===== src/rtl/serdac_pkg.sv =====
package serdac_pkg;

   typedef struct packed {
      logic sclk;
      logic sdin;
      logic sync_n;
      logic ldac_n;
      logic rben_n;
   } pins_t;

   localparam pins_t PINS_IDLE = '{sclk: 1'b0, sdin: 1'b0, sync_n: 1'b1,
                                   ldac_n: 1'b1, rben_n: 1'b1};

endpackage


===== src/rtl/serdac_sync.sv =====
module serdac_sync
   import serdac_pkg::*;
#(
   parameter int STAGES = 2
) (
   input  logic  clk,
   input  logic  rst_n,
   input  pins_t pins_in,
   output pins_t pins_cur,
   output pins_t pins_old
);

   pins_t chain [STAGES];

   generate
      if (STAGES < 1) begin : g_bad
         $error("serdac_sync: STAGES must be at least 1");
      end
      for (genvar gi = 0; gi < STAGES; gi++) begin : g_stage
         always_ff @(posedge clk or negedge rst_n) begin
            if (!rst_n) chain[gi] <= PINS_IDLE;
            else if (gi == 0) chain[gi] <= pins_in;
            else chain[gi] <= chain[(gi > 0) ? gi - 1 : 0];
         end
      end
   endgenerate

   always_ff @(posedge clk or negedge rst_n) begin
      if (!rst_n) pins_old <= PINS_IDLE;
      else pins_old <= chain[STAGES-1];
   end

   assign pins_cur = chain[STAGES-1];

endmodule


===== src/rtl/serdac_rx.sv =====
module serdac_rx
   import serdac_pkg::*;
#(
   parameter int FRAME_BITS = 16,
   localparam int CNT_W = $clog2(FRAME_BITS + 2)
) (
   input  logic                  clk,
   input  logic                  rst_n,
   input  pins_t                 pins_cur,
   input  pins_t                 pins_old,
   output logic [FRAME_BITS-1:0] word,
   output logic [CNT_W-1:0]      bit_cnt,
   output logic                  word_ok,
   output logic                  ldac_fall
);

   localparam logic [CNT_W-1:0] FULL = CNT_W'(FRAME_BITS);
   localparam logic [CNT_W-1:0] OVER = CNT_W'(FRAME_BITS + 1);

   logic sclk_fall;
   logic frame_end;

   always_comb begin
      sclk_fall = pins_old.sclk & ~pins_cur.sclk;
      frame_end = ~pins_old.sync_n & pins_cur.sync_n;
      word_ok   = frame_end && (bit_cnt == FULL);
      ldac_fall = pins_old.ldac_n & ~pins_cur.ldac_n;
   end

   always_ff @(posedge clk or negedge rst_n) begin
      if (!rst_n) begin
         word    <= '0;
         bit_cnt <= '0;
      end else if (pins_cur.sync_n) begin
         bit_cnt <= '0;
      end else if (sclk_fall) begin
         word <= {word[FRAME_BITS-2:0], pins_cur.sdin};
         if (bit_cnt != OVER) bit_cnt <= bit_cnt + 1'b1;
      end
   end

endmodule


===== src/rtl/serdac_regs.sv =====
module serdac_regs #(
   parameter int DATA_W     = 12,
   parameter int FRAME_BITS = 16,
   parameter int CODE_LSB   = 0
) (
   input  logic                  clk,
   input  logic                  rst_n,
   input  logic [FRAME_BITS-1:0] word,
   input  logic                  word_ok,
   input  logic                  ldac_low,
   input  logic                  ldac_fall,
   output logic [DATA_W-1:0]     in_latch,
   output logic [DATA_W-1:0]     dac_code
);

   logic [DATA_W-1:0] code_new;

   assign code_new = word[CODE_LSB +: DATA_W];

   always_ff @(posedge clk or negedge rst_n) begin
      if (!rst_n) in_latch <= '0;
      else if (word_ok) in_latch <= code_new;
   end

   always_ff @(posedge clk or negedge rst_n) begin
      if (!rst_n) dac_code <= '0;
      else if (word_ok && ldac_low) dac_code <= code_new;
      else if (ldac_fall) dac_code <= in_latch;
   end

endmodule


===== src/rtl/serdac_tx.sv =====
module serdac_tx
   import serdac_pkg::*;
#(
   parameter int DATA_W     = 12,
   parameter int FRAME_BITS = 16,
   parameter int CODE_LSB   = 0
) (
   input  logic              clk,
   input  logic              rst_n,
   input  pins_t             pins_cur,
   input  pins_t             pins_old,
   input  logic [DATA_W-1:0] dac_code,
   output logic              sdo,
   output logic              sdo_oe
);

   logic [FRAME_BITS-1:0] rb_word;
   logic [FRAME_BITS-1:0] rb_sh;
   logic                  rb_start;
   logic                  sclk_rise;

   always_comb begin
      rb_word = '0;
      rb_word[CODE_LSB +: DATA_W] = dac_code;
      rb_start  = pins_old.rben_n & ~pins_cur.rben_n;
      sclk_rise = ~pins_old.sclk & pins_cur.sclk;
   end

   always_ff @(posedge clk or negedge rst_n) begin
      if (!rst_n) begin
         rb_sh  <= '0;
         sdo_oe <= 1'b0;
      end else begin
         sdo_oe <= ~pins_cur.rben_n;
         if (rb_start) rb_sh <= rb_word;
         else if (!pins_cur.rben_n && sclk_rise) rb_sh <= {rb_sh[FRAME_BITS-2:0], 1'b0};
      end
   end

   assign sdo = sdo_oe & rb_sh[FRAME_BITS-1];

endmodule


===== src/rtl/serdac_if.sv =====
module serdac_if
   import serdac_pkg::*;
#(
   parameter int DATA_W      = 12,
   parameter int FRAME_BITS  = 16,
   parameter int CODE_LSB    = 0,
   parameter int SYNC_STAGES = 2,
   localparam int CNT_W = $clog2(FRAME_BITS + 2)
) (
   input  logic              clk,
   input  logic              rst_n,
   input  logic              sclk_i,
   input  logic              sdin_i,
   input  logic              sync_ni,
   input  logic              ldac_ni,
   input  logic              rben_ni,
   output logic [DATA_W-1:0] dac_code_o,
   output logic              sdo_o,
   output logic              sdo_oe_o
);

   generate
      if (FRAME_BITS < 2) begin : g_bad_frame
         $error("serdac_if: FRAME_BITS must be at least 2");
      end
      if (DATA_W < 1 || CODE_LSB < 0 || CODE_LSB + DATA_W > FRAME_BITS) begin : g_bad_field
         $error("serdac_if: code field does not fit in the frame");
      end
   endgenerate

   pins_t                 pins_raw;
   pins_t                 pins_cur;
   pins_t                 pins_old;
   logic [FRAME_BITS-1:0] word;
   logic [CNT_W-1:0]      bit_cnt;
   logic                  word_ok;
   logic                  ldac_fall;
   logic [DATA_W-1:0]     in_latch;

   assign pins_raw = '{sclk: sclk_i, sdin: sdin_i, sync_n: sync_ni,
                       ldac_n: ldac_ni, rben_n: rben_ni};

   serdac_sync #(.STAGES(SYNC_STAGES)) u_sync (
      .clk      (clk),
      .rst_n    (rst_n),
      .pins_in  (pins_raw),
      .pins_cur (pins_cur),
      .pins_old (pins_old)
   );

   serdac_rx #(.FRAME_BITS(FRAME_BITS)) u_rx (
      .clk       (clk),
      .rst_n     (rst_n),
      .pins_cur  (pins_cur),
      .pins_old  (pins_old),
      .word      (word),
      .bit_cnt   (bit_cnt),
      .word_ok   (word_ok),
      .ldac_fall (ldac_fall)
   );

   serdac_regs #(.DATA_W(DATA_W), .FRAME_BITS(FRAME_BITS), .CODE_LSB(CODE_LSB)) u_regs (
      .clk       (clk),
      .rst_n     (rst_n),
      .word      (word),
      .word_ok   (word_ok),
      .ldac_low  (~pins_cur.ldac_n),
      .ldac_fall (ldac_fall),
      .in_latch  (in_latch),
      .dac_code  (dac_code_o)
   );

   serdac_tx #(.DATA_W(DATA_W), .FRAME_BITS(FRAME_BITS), .CODE_LSB(CODE_LSB)) u_tx (
      .clk      (clk),
      .rst_n    (rst_n),
      .pins_cur (pins_cur),
      .pins_old (pins_old),
      .dac_code (dac_code_o),
      .sdo      (sdo_o),
      .sdo_oe   (sdo_oe_o)
   );

endmodule


===== config.mk =====
export PLATFORM = sky130hd
export DESIGN_NAME = serdac_if
export DESIGN_NICKNAME = d
export VERILOG_FILES = /design/src/rtl/serdac_pkg.sv /design/src/rtl/serdac_sync.sv /design/src/rtl/serdac_rx.sv /design/src/rtl/serdac_regs.sv /design/src/rtl/serdac_tx.sv /design/src/rtl/serdac_if.sv
export SDC_FILE = /design/constraint.sdc
export NUM_CORES = 1
export LEC_CHECK = 0
export ABC_AREA = 1
export CAP_MARGIN = 25
export CORE_MARGIN = 1.5
export CORE_UTILIZATION = 60
export DETAILED_ROUTE_END_ITERATION = 10
export DONT_BUFFER_PORTS = 1
export PLACE_DENSITY = 0.85
export RECOVER_POWER = 25
export SKIP_LAST_GASP = 1
export SLEW_MARGIN = 20
export SYNTH_ARGS = -nofsm -noshare
export SYNTH_HDL_FRONTEND = slang
export SYNTH_HIERARCHICAL = 1
export SYNTH_SLANG_ARGS = --single-unit

===== constraint.sdc =====
create_clock -name clk -period 1.7 [get_ports clk]
set_input_delay 0.34 -clock clk [delete_from_list [all_inputs] [get_ports clk]]
set_output_delay 0.34 -clock clk [all_outputs]
set_load 0.01 [all_outputs]

After elaboration in Yosys (flattened, before gate mapping) --
Cells that the tools add are included.
Cells by class: add/sub/neg operators 1, reductions and logical operators 10, muxes and demuxes 7, equality and inequality tests 2, bitwise operators 12
Operators with widths (number):
- 16-bit 2-to-1 mux | 2
- 12-bit 2-to-1 mux | 2
- 5-bit 2-to-1 mux | 3
- 2-bit nonzero test | 4
- 1-bit AND | 6
- 1-bit NOT | 6
- 5-bit by 1-bit adder with 5-bit output (second input constant) | 1
- 5-bit == test (second input constant) | 1
- 5-bit != test (second input constant) | 1
- 2-bit AND reduction | 2
- 1-bit logical AND | 3
- 1-bit logical NOT | 1
Word-level totals: input bits 7, logic and storage cells 52, output and inout bits 14, bits in registers 72

Longest topological paths before layout --
word-level depth 5, gate-level depth with buffers 10, mapped depth without buffers 8

By module --
Netlist, hierarchy kept.
By module, submodules not included:
- serdac_regs | area each 1142.3 um^2, instances 1, cells an instance 143, sequential area each 600.6 um^2
- serdac_rx | area each 978.4 um^2, instances 1, cells an instance 110, sequential area each 525.5 um^2
- serdac_tx | area each 890.9 um^2, instances 1, cells an instance 119, sequential area each 425.4 um^2
- serdac_sync | area each 424.2 um^2, instances 1, cells an instance 20, sequential area each 386.6 um^2
- serdac_if | area each 3.8 um^2, instances 1, cells an instance 1, sequential area each 0.0 um^2

Least setup slack after synthesis --
Ideal clock, no wire load.
kind reg2reg, from reg u_rx.bit_cnt[0], to reg u_regs.dac_code[11], data arrival time 1.336 ns, required time 1.576 ns, clock period less this slack 1.461 ns, cell stages (with the launch flop) 10, setup slack 0.239 ns, library setup time 0.124 ns, buffers on the path 2, cell sequence dfrtp_1 > inv_1 > ha_1 > nand3_1 > nor3_1 > buf_6 > nand2_4 > buf_6 > nand2_1 > nand3_1
On the way: word-level cells in the longest chain between the ends 4, elaborated cells between the ends (all ways) 5, those cells by class eq/ne: 1; mux: 1; reduce/logical: 3
Ends and longest elaborated chain:
- start: declaration | line serdac_rx.sv:12 | output logic [CNT_W-1:0] bit_cnt,
- start signal: assignment | line serdac_rx.sv:38 | if (bit_cnt != OVER) bit_cnt <= bit_cnt + 1'b1;
- 5-bit == test (*) | line serdac_rx.sv:26 | word_ok = frame_end && (bit_cnt == FULL);
- 1-bit logical AND (*) | line serdac_rx.sv:26
- net word_ok | line serdac_if.sv:36 | logic word_ok;
- 1-bit logical AND (*) | line serdac_regs.sv:27 | else if (word_ok && ldac_low) dac_code <= code_new;
- 12-bit 2-to-1 mux or 2-bit nonzero test (tied branches)
- end signal: assignment | line serdac_regs.sv:27
- end signal: assignment | line serdac_regs.sv:28 | else if (ldac_fall) dac_code <= in_latch;
- end: declaration | line serdac_regs.sv:13 | output logic [DATA_W-1:0] dac_code
Mark *: on every way through the listed nets, which the timed path passes. The rest lies on a longest branch. A chain may end at the register's enable or synchronous reset.

Final worst setup path --
from reg u_rx.bit_cnt[0], to reg u_regs.dac_code[1]
The elaborated chain is that of the path after synthesis.

==> results.yml <==
cts:
  cts.clk_slew.worst_paths_ns: 0.08
  cts_buffers: 9
  clk_latency_ns: 0.34
  root_buffer: "clkbuf_8"
  cts-htree-levels: 3
  cts_tree: "yes"
  holdBufCountCts: 3
  cts_buffer_depth: 2
  cts.sink_count: 72
finish:
  fillers: 370
  final_cell_mix: "116 x nand2_1, 60 x nand3_1, 60 x dfrtp_1"
  drive_above_1_share_pct: 13.8
  final_cells: 453
  fin_area_um2: 3560
  diodes: 0
  final_nets: 388
  register_area_um2: 1820
  syn_to_final_growth_pct: 8.68
  layout_commonest_cell: "nand2_1"
  multi_input_area_um2: 1130
route:
  wl_met2_mm: 3.03
  viasPerCell: 5.23
  routedWlPerCell_um: 13.3
  drtIter0Drc: 145
  m1WireLength_mm: 2.68
  highest-signal-layer: "met4"
  firstDrtPassIters: 4
  num_vias: 2370
  ant_nets: 0
  met3_wirelength_um: 227
  drcViolationCount: 0
  wl_mm: 6.03
timing:
  period_share_pct: 95.7
  skew_ns: 0.0121
  slew_violations: 0
  fin_setup_tns_ns: 0
  setup_viol: 0
  setup_ws_ns: 0.0734
  fmaxAchievable_mhz: 615
  relSlewSlack_pct: 67.8
  hold_ws_ns: -0.303
  hold_viol: 72
  tightestPinTransition_ns: 0.482
  min_period_ns: 1.63
worst_setup_path:
  end_kind: "flop"
  worstPathArrival_ns: 1.85
  path_buf_inv: 3
  path_max_fanout: 8
  worstSetupPathType: "flop to flop"
  critPathLaunchType: "flop"
  cpPeakStageDelay_ns: 0.43
  critical-path-top-delay-family: "simple AND/OR/NAND/NOR gates"
  r2r_slack_ns: 0.07
  crit_required_ns: 1.92
  cp_cell_sequence: "inv_2, ha_1, nand3_1, nor3_2, buf_6, buf_4, nand3_1, nand2_1, nand2_1"
  slowest_stage: "dfrtp_2"
floorplan:
  initial_core_util_pct: 63.3
  dieArea_um2: 5910
  row_count: 26
  die-height_um: 76.8
  io_pins: 21
  die_x_um: 76.8
  core_area_um2: 5170
pwr:
  leakage_nw: 1.88
  peakVddDrop_v: 0.000753
  p_total_mw: 3.63
  powerDensity_nw_per_um2: 1020
grt:
  antenna_found_initial: 0
  grt_remaining_overflow: 0
  grt_use_total_pct: 22.5
  grt_pass1_vias: 2299
  grt_max_degree: 73
  grt_pass1_wl_mm: 10.5
hold_path:
  hp-class: "primary input to async pin"
synthesis:
  synthCells: 378
  netlist_area_um2: 3270
  postSynthAreaPerCell_um2: 8.66
  synth_nets: 388
  yosys_warnings: 6
placed_design:
  io_buffers: 0
  dp_slack_ns: 0.0708
  dpl_cell_area_um2: 3210
  place_congestion: 0.769
  dpl.hpwl_mm: 3.70
  dpl.cell_count: 427
flow_run:
  maxCapViolCount: 0
status:
  outcome: "complete, but fails checks"
  violations: "negative hold slack"
per-layer routing:
layer  vias up  GRT usage, %
li1       1175             -
met1      1130          28.8
met2        54          36.9
met3        11          4.52
met4         0          10.6
met5         -             0
worst paths after layout:
kind                                                   from                        endpoint  cells after the start
worst min-delay path                                  rst_n  u_regs/dac_code[6]$_DFFE_PN0P_                      0
worst min register to register    u_sync/chain[8]$_DFF_PN0_    u_sync/pins_cur[3]$_DFF_PN0_                      0
min in group clk                                     sclk_i       u_sync/chain[9]$_DFF_PN0_                      0
max in group asynchronous                             rst_n    u_sync/pins_old[1]$_DFF_PN1_                      0
worst max register to register  u_rx/bit_cnt[0]$_DFFE_PN0P_  u_regs/dac_code[1]$_DFFE_PN0P_                      9
worst max-delay path            u_rx/bit_cnt[0]$_DFFE_PN0P_  u_regs/dac_code[1]$_DFFE_PN0P_                      9
report_power, final:
group,internal [mW],switching [mW]
combinational,0.0839,0.156
sequential,1.82,0.0866
clock,0.906,0.580
area by class of cell:
cell class / instances / area share (%)
timing repair buffer: 13 / 3.91
multi-input combinational: 241 / 31.9
clock buffer: 13 / 4.47
inverter: 41 / 4.33
clock inverter: 3 / 1.83
tap: 70 / 2.46
sequential: 72 / 51.1
worst reg2reg max path, cell delays in order (launching register included):
cell and delay [ns]:
dfrtp_2 0.43, inv_2 0.07, ha_1 0.15, nand3_1 0.09
nor3_2 0.22, buf_6 0.19, buf_4 0.15, nand3_1 0.07
nand2_1 0.10, nand2_1 0.05
sequential cells by signal, summed over array words and instances (netlist names):
signal,cells
u_rx/bit_cnt,5
u_rx/word,12
u_regs/in_latch,12
u_tx/sdo_oe,1
u_tx/rb_sh,16
u_sync/pins_old,4
u_regs/dac_code,12
u_sync/pins_cur,5
u_sync/chain,5
through the flow:
| step | hold slack [ns] | utilization, % |
|---|---|---|
| 5_1_grt | -0.329 | 68.7 |
| 3_5_place_dp | 0.0458 | 62.1 |
| 4_1_cts | -0.327 | 67.0 |
| 3_3_place_gp | 0.0461 | 62.1 |
| 2_1_floorplan | 0.0444 | - |
| 6_report | -0.303 | 68.7 |
repair_timing:
action	4_1_cts	5_1_grt
resized for setup	0	9
setup buffers	0	6
setup endpoints to repair	0	12
endpoints found under the hold margin	75	72
(Power assumes the default switching activity.)
